<file path="config.mk">
export PLATFORM = sky130hd
export DESIGN_NAME = idtree_lookup
export DESIGN_NICKNAME = d
export VERILOG_FILES = /design/src/rtl/idtree_pkg.sv /design/src/rtl/idtree_table.sv /design/src/rtl/idtree_step.sv /design/src/rtl/idtree_ctrl.sv /design/src/rtl/idtree_lookup.sv
export SDC_FILE = /design/constraint.sdc
export NUM_CORES = 2
export LEC_CHECK = 0
export BUFFER_PORTS_ARGS = -buffer_cell sky130_fd_sc_hd__buf_2
export CAP_MARGIN = 15
export CORE_MARGIN = 2
export CORE_UTILIZATION = 50
export CTS_CLUSTER_SIZE = 16
export DETAILED_ROUTE_END_ITERATION = 10
export PLACE_DENSITY = 0.67
export SYNTH_ARGS = -nofsm -noshare
export SYNTH_HDL_FRONTEND = slang
export SYNTH_SLANG_ARGS = --single-unit
</file>
<file path="constraint.sdc">
create_clock -name clk -period 4.9 [get_ports clk]
set_input_delay 0.735 -clock clk [delete_from_list [all_inputs] [get_ports clk]]
set_output_delay 0.735 -clock clk [all_outputs]
set_load 0.05 [all_outputs]
</file>
<file path="src/rtl/idtree_pkg.sv">
package idtree_pkg;
  localparam int BIDX_W  = 4;
  localparam int RES_W   = 8;
  localparam int WORD_W  = 32;
  localparam int SEL_N   = 1 << BIDX_W;

  typedef struct packed {
    logic             flag1;
    logic [RES_W-1:0] res1;
    logic             flag0;
    logic [RES_W-1:0] res0;
    logic [BIDX_W-1:0] bidx;
  } node_t;

  localparam int NODE_W = $bits(node_t);

  typedef enum logic [1:0] {
    ST_IDLE = 2'd0,
    ST_WALK = 2'd1,
    ST_RESP = 2'd2
  } walk_state_e;
endpackage

</file>
<file path="src/rtl/idtree_table.sv">
module idtree_table
  import idtree_pkg::*;
#(
  parameter int N_ENTRIES = 128,
  localparam int AW = $clog2(N_ENTRIES)
) (
  input  logic              clk,
  input  logic              wr_en,
  input  logic [AW-1:0]     wr_addr,
  input  logic [WORD_W-1:0] wr_word,
  input  logic [AW-1:0]     rd_addr,
  output node_t             rd_node
);
  node_t mem [N_ENTRIES];

  always_ff @(posedge clk) begin
    if (wr_en) mem[wr_addr] <= node_t'(wr_word[NODE_W-1:0]);
  end

  assign rd_node = mem[rd_addr];
endmodule

</file>
<file path="src/rtl/idtree_step.sv">
module idtree_step
  import idtree_pkg::*;
#(
  parameter int ID_W = 12,
  parameter int AW   = 7
) (
  input  node_t            node,
  input  logic [ID_W-1:0]  id,
  output logic             is_final,
  output logic [AW-1:0]    next_idx,
  output logic [RES_W-1:0] result
);
  logic [SEL_N-1:0] id_ext;
  logic             bit_val;

  generate
    if (ID_W < SEL_N) begin : g_pad
      assign id_ext = {{(SEL_N-ID_W){1'b0}}, id};
    end else begin : g_nopad
      assign id_ext = id[SEL_N-1:0];
    end
  endgenerate

  always_comb begin
    bit_val  = id_ext[node.bidx];
    result   = bit_val ? node.res1 : node.res0;
    is_final = bit_val ? !node.flag1 : !node.flag0;
    next_idx = result[AW-1:0];
  end
endmodule

</file>
<file path="src/rtl/idtree_ctrl.sv">
module idtree_ctrl
  import idtree_pkg::*;
#(
  parameter int ID_W      = 12,
  parameter int AW        = 7,
  parameter int MAX_DEPTH = 12,
  localparam int SW = $clog2(MAX_DEPTH + 1)
) (
  input  logic             clk,
  input  logic             rst_n,
  input  logic             req_valid,
  output logic             req_ready,
  input  logic [ID_W-1:0]  req_id,
  output logic             rsp_valid,
  input  logic             rsp_ready,
  output logic             rsp_found,
  output logic [RES_W-1:0] rsp_chan,
  output logic [AW-1:0]    node_idx,
  output logic [ID_W-1:0]  walk_id,
  input  logic             step_final,
  input  logic [AW-1:0]    step_next,
  input  logic [RES_W-1:0] step_result
);
  localparam logic [SW-1:0] LAST_STEP = SW'(MAX_DEPTH - 1);

  walk_state_e      state_q;
  logic [AW-1:0]    node_q;
  logic [SW-1:0]    steps_q;
  logic [ID_W-1:0]  id_q;
  logic             found_q;
  logic [RES_W-1:0] chan_q;

  always_ff @(posedge clk) begin
    if (!rst_n) begin
      state_q <= ST_IDLE;
      node_q  <= '0;
      steps_q <= '0;
      id_q    <= '0;
      found_q <= 1'b0;
      chan_q  <= '0;
    end else begin
      unique case (state_q)
        ST_IDLE: begin
          if (req_valid) begin
            id_q    <= req_id;
            node_q  <= '0;
            steps_q <= '0;
            state_q <= ST_WALK;
          end
        end
        ST_WALK: begin
          if (step_final) begin
            found_q <= 1'b1;
            chan_q  <= step_result;
            state_q <= ST_RESP;
          end else if (steps_q == LAST_STEP) begin
            found_q <= 1'b0;
            chan_q  <= '0;
            state_q <= ST_RESP;
          end else begin
            node_q  <= step_next;
            steps_q <= steps_q + 1'b1;
          end
        end
        ST_RESP: begin
          if (rsp_ready) state_q <= ST_IDLE;
        end
        default: state_q <= ST_IDLE;
      endcase
    end
  end

  assign req_ready = (state_q == ST_IDLE);
  assign rsp_valid = (state_q == ST_RESP);
  assign rsp_found = found_q;
  assign rsp_chan  = chan_q;
  assign node_idx  = node_q;
  assign walk_id   = id_q;
endmodule

</file>
<file path="src/rtl/idtree_lookup.sv">
module idtree_lookup
  import idtree_pkg::*;
#(
  parameter int ID_W      = 12,
  parameter int N_ENTRIES = 128,
  parameter int MAX_DEPTH = 12,
  localparam int AW = $clog2(N_ENTRIES)
) (
  input  logic              clk,
  input  logic              rst_n,
  input  logic              tbl_we,
  input  logic [AW-1:0]     tbl_addr,
  input  logic [WORD_W-1:0] tbl_wdata,
  input  logic              req_valid,
  output logic              req_ready,
  input  logic [ID_W-1:0]   req_id,
  output logic              rsp_valid,
  input  logic              rsp_ready,
  output logic              rsp_found,
  output logic [RES_W-1:0]  rsp_chan
);
  node_t            cur_node;
  logic [AW-1:0]    node_idx;
  logic [ID_W-1:0]  walk_id;
  logic             step_final;
  logic [AW-1:0]    step_next;
  logic [RES_W-1:0] step_result;

  idtree_table #(.N_ENTRIES(N_ENTRIES)) u_table (
    .clk     (clk),
    .wr_en   (tbl_we),
    .wr_addr (tbl_addr),
    .wr_word (tbl_wdata),
    .rd_addr (node_idx),
    .rd_node (cur_node)
  );

  idtree_step #(.ID_W(ID_W), .AW(AW)) u_step (
    .node     (cur_node),
    .id       (walk_id),
    .is_final (step_final),
    .next_idx (step_next),
    .result   (step_result)
  );

  idtree_ctrl #(.ID_W(ID_W), .AW(AW), .MAX_DEPTH(MAX_DEPTH)) u_ctrl (
    .clk         (clk),
    .rst_n       (rst_n),
    .req_valid   (req_valid),
    .req_ready   (req_ready),
    .req_id      (req_id),
    .rsp_valid   (rsp_valid),
    .rsp_ready   (rsp_ready),
    .rsp_found   (rsp_found),
    .rsp_chan    (rsp_chan),
    .node_idx    (node_idx),
    .walk_id     (walk_id),
    .step_final  (step_final),
    .step_next   (step_next),
    .step_result (step_result)
  );
endmodule

</file>
# After elaboration in Yosys (flattened, before gate mapping)
# Memory sizes are Yosys's and may differ from the RTL's. A register that Yosys moved wholly into a read port is not among the register bits.
# Cells that the tools add are included.
[op_classes]
mux = 25
n_reduce_logical = 9
addsub = 1
eq_ne = 8
n_lt_le_gt_ge = 1
[ops]
columns = ["operator", "n"]
rows = [
  ["7-bit two-way mux", 5],
  ["8-bit two-way mux", 3],
  ["7-bit case mux with 2 select lines", 1],
  ["4-bit two-way mux", 3],
  ["2-bit two-way mux", 4],
  ["4-bit case mux with 2 select lines", 1],
  ["1-bit two-way mux", 6],
  ["2-bit inequality test (second input constant)", 3],
  ["2-bit case mux with 3 select lines", 1],
  ["4-bit by 5-bit < comparator with 1-bit output (second input constant)", 1],
  ["4-bit by 1-bit adder with 4-bit output (second input constant)", 1],
  ["1-bit binary-select mux with 4-bit select", 1],
  ["4-bit == test (second input constant)", 1],
  ["2-bit AND reduction", 2],
  ["4-bit AND reduction", 1],
  ["2-bit nonzero test", 2],
  ["3-bit by 2-bit inequality test with 1-bit output (second input constant)", 1],
  ["3-bit AND reduction", 1],
  ["2-bit by 1-bit == test with 1-bit output (second input constant)", 1],
  ["2-bit == test (second input constant)", 1],
  ["1-bit logical NOT", 2],
  ["2-bit logical NOT", 1],
  ["2-bit by 1-bit inequality test with 1-bit output (second input constant)", 1],
]
[totals]
out_inout_bits = 11
memories = 1
word_cells = 51
ramBits = 2816
register_bits = 34
[mem_list]
columns = ["name", "depth", "word_bits", "read_ports", "rd_clocked_by_memory_dff", "write_ports", "line_no", "text"]
rows = [
  ["u_table.mem", 128, 22, 1, 1, 1, "idtree_table.sv:14", "node_t mem [N_ENTRIES];"],
]

# Depth between registers and ports, before layout
[logic_depth]
ltp_word = 8
mapped_depth = 18
depth_no_buf = 12

# Hierarchy
# Synthesis repeated with hierarchy kept, for this count alone.
[hier_totals]
hier_cells = 4357
area_unflattened_um2 = 108969.5
[modules_own_cells]
columns = ["mod", "instances", "cells_per_inst", "seq_area_each_um2", "area_per_inst_um2"]
rows = [
  ["idtree_table", 1, 4153, 84561.1, 107222.8],
  ["idtree_ctrl", 1, 172, 680.7, 1453.9],
  ["idtree_step", 1, 32, 0.0, 292.8],
]

# Worst setup path after synthesis
# OpenSTA, ideal clock, no wires.
[synth_timing]
path_kind = "register to register"
startpoint = "register (tool-made name)"
endpoint = "register u_ctrl.chan_q[4] (netlist: u_ctrl.rsp_chan[4])"
slack_ns = 0.908
path_stages_with_launch = 16
required_ns = 4.771
arrival_time_ns = 3.863
synth_period_minus_slack_ns = 3.992
setup_ns = 0.129
cell_sequence = "dfxtp_1 -> buf_2 -> buf_6 -> buf_4 -> buf_6 -> buf_6 -> buf_2 -> buf_2 -> buf_1 -> mux4_2 -> mux4_2 -> mux4_2 -> mux2i_1 -> nand2_1 -> o21ai_1 -> o22ai_1"
[synth_rtl]
columns = ["item", "line_no", "text"]
rows = [
  ["end signal, assigned", "idtree_ctrl.sv:54", "chan_q <= step_result;"],
  ["end, declared", "idtree_ctrl.sv:31", "logic [RES_W-1:0] chan_q;"],
]

==> results.json <==
{
  "rsz0062_at_grt": "no",
  "core_area_sq_mm": 0.217,
  "worst_hold_path_type": "primary input to flip-flop",
  "synth_commonest_cells": "2816 x edfxtp_1, 857 x mux4_2, 135 x nor2_1",
  "cts_buffer_depth": 4,
  "grt_max_degree": 129,
  "drc": 0,
  "utilization_pct": 57.2,
  "clkLatencyLatePin_ns": 0.94,
  "place.gp.congestion": 0.823,
  "drv_slew": 0,
  "synth_nets": 4583,
  "drt_pass1_iterations": 6,
  "fillers": 15388,
  "cts_tree": "yes",
  "numCtsBuffers": 295,
  "synth_top_area_share_pct": 77.2,
  "fin_nets": 4989,
  "synth.distinct_cells": 66,
  "crit_required_ns": 5.69,
  "syn_area_sq_mm": 0.110,
  "finalCriticalPeriod_ns": 4.75,
  "yosys-top-cells-area": "edfxtp_1 77%, mux4_2 18%, mux2i_1 0.93%, dfxtp_1 0.75%, nor2_1 0.46%",
  "die_w_um": 472,
  "skew_ns": 0.0262,
  "vias": 51215,
  "antenna_found_initial": 21,
  "peakVddDrop_v": 0.000437,
  "finalNonFillerCells": 7999,
  "place_inst": 7481,
  "clock_sinks": 2857,
  "period_share_pct": 97.0,
  "clkTransAtPathRegs_ns": 0.06,
  "min_to": "u_ctrl.walk_id[11]",
  "grt_pass1_wl_um": 378000,
  "tightest_slew_ns": 1.27,
  "ys_warn_count": 0,
  "ys_seq_elements": 2857,
  "dieArea_sq_mm": 0.223,
  "first_iter_violations": 7023,
  "track_usage_pct": 24.0,
  "end_kind": "flip-flop",
  "portBuffers": 56,
  "cp.arrival_ns": 5.54,
  "crit_type": "flip-flop to flip-flop",
  "synth_cells": 4526,
  "holdWs_ns": 0.0804,
  "synthArstFlopShare_pct": 0,
  "pwr_density_cell_mw_per_mm2": 496,
  "worstHoldStart": "req_id[11]",
  "tns_ns": 0,
  "rr_worst_depth": 15,
  "power.total_mw": 61.6,
  "ios": 67,
  "finalSetupViolations": 0,
  "reg2reg_to": "u_ctrl.rsp_chan[3]",
  "area.growth.synth_to_final_pct": 13.5,
  "relSlewSlack_pct": 15.6,
  "via_per_inst": 6.40,
  "row_count": 171,
  "ys.flop_type": "edfxtp_1",
  "yosysSeqAreaShare_pct": 78.0,
  "drv_cap": 0,
  "ant_nets": 0,
  "synth.avg_cell_area_sq_um": 24.2,
  "cp-start-kind": "flip-flop",
  "grt-ovfl-total": 0,
  "clockRootBuffer": "clkbuf_16",
  "fp.dieH_um": 472,
  "yosysTopAreaCell": "edfxtp_1",
  "start_util_pct": 50.4,
  "path_max_fanout": 10,
  "synth.most_common_cell": "edfxtp_1",
  "hpwlAfterDp_um": 149000,
  "cellLeakagePower_nw": 37.3,
  "worstHoldPathCells": 3,
  "routed_wl_um": 268000,
  "hold_viol_final": 0,
  "fmax_ghz": 0.210,
  "status": "finished, final reports clean",
  "reg2reg_slack_ns": 0.15,
  "wl_per_cell_um": 33.5,
  "grt_pass1_vias": 51206,
  "htreeDepth": 5,
  "drive_gt1_share_pct": 34.3,
  "synth-edff-count": 2816
}
==> worst max path at each step <==
stage / from / endpoint / slack (ns) / cells after the start
floorplan: flip-flop / u_ctrl.rsp_chan[4] / 0.91 / 15
global placement: flip-flop / u_ctrl.rsp_chan[5] / 0.19 / 17
detailed placement: flip-flop / u_ctrl.rsp_chan[1] / 0.12 / 16
CTS: flip-flop / u_ctrl.rsp_chan[1] / 0.09 / 16
global route: flip-flop / u_ctrl.rsp_chan[3] / 0.09 / 15
finish: flip-flop / u_ctrl.rsp_chan[3] / 0.15 / 15
==> registers in the layout (all words and copies together) (netlist names), named ones only <==
register	count
u_ctrl.rsp_chan	8
u_ctrl.node_idx	7
u_ctrl.walk_id	12
u_ctrl.steps_q	4
u_ctrl.state_q	2
u_ctrl.rsp_found	1
u_table.mem	2816
==> logic make-up after synthesis <==
logic type                 synth area share, %
DFF                                       78.0
muxes                                     18.8
and+or+nand+nor                           1.30
buffers and inverters                     1.09
AOI/OAI and AO/OA                        0.857
xor gates and xnor gates               0.00800
adders and majority gates               0.0114
==> metrics by stage <==
step / worst slack, ns / cell area (sq um)
floorplan: 0.908 / 110000
global placement: 0.195 / 115000
detailed placement: 0.116 / 115000
CTS: 0.0914 / 124000
global route: 0.0932 / 124000
finish: 0.148 / 124000
==> timing repair <==
item                       4_1_cts  5_1_grt
hold endpoints to repair         2        0
setup endpoints to repair        0       23
hold buffers                     2        0
resized for setup                0        2
buffers inserted                 0        3
==> cell usage in the layout (no fill, tap or decap), types with 40 or more instances in the layout <==
| cell | instances |
|---|---|
| clkbuf_16 | 303 |
| buf_4 | 277 |
| clkinv_2 | 50 |
| mux2i_1 | 102 |
| nor2_2 | 116 |
| clkinv_1 | 61 |
| nand2_1 | 74 |
| nand3_1 | 40 |
| clkbuf_1 | 54 |
| edfxtp_1 | 2816 |
| mux4_2 | 857 |
==> worst max-delay path, cell delays in order (launching register included) <==
cell and delay, ns:
dfxtp_4 0.51, buf_12 0.19, mux4_2 0.52, mux4_2 0.47, nor2_1 0.35, nor3_1 0.22
a21oi_2 0.28, o31ai_4 0.20, nor4b_2 0.23, nor4_4 0.47, mux2i_4 0.14, buf_12 0.17
buf_4 0.17, o21ai_1 0.36, buf_4 0.22, o22ai_1 0.09
==> per-layer routing <==
metal / vias up / wire length, um / share of wire (%) / GRT usage [%]
li1: 20325 / - / - / -
met1: 27905 / 107000 / 40 / 34.7
met2: 2615 / 131000 / 49 / 38.2
met3: 370 / 25100 / 9.3 / 4.62
met4: 0 / 5520 / 2.1 / 5.91
met5: - / 0 / 0 / 0
==> cell type report <==
class	instances	area (sq um)	area share, %
Sequential cell	2857	85400	68.7
Clock buffer	358	7800	6.28
Tap cell	2854	3570	2.87
Inverter	6	22.5	0.0181
Antenna cell	8	20.0	0.0161
Timing Repair Buffer	345	2930	2.36
Multi-Input combinational cell	1427	23300	18.8
Clock inverter	144	1220	0.979
==> report_power, final <==
part           switching (mW)  total [mW]  internal, mW  leakage (nW)
Sequential              0.182        27.2          27.0          25.7
Combinational            7.22        13.1          5.92          7.20
Clock                    8.89        21.3          12.4          4.42
Total                    16.3        61.6          45.3          37.3
Power figures use the tool's default switching activity.
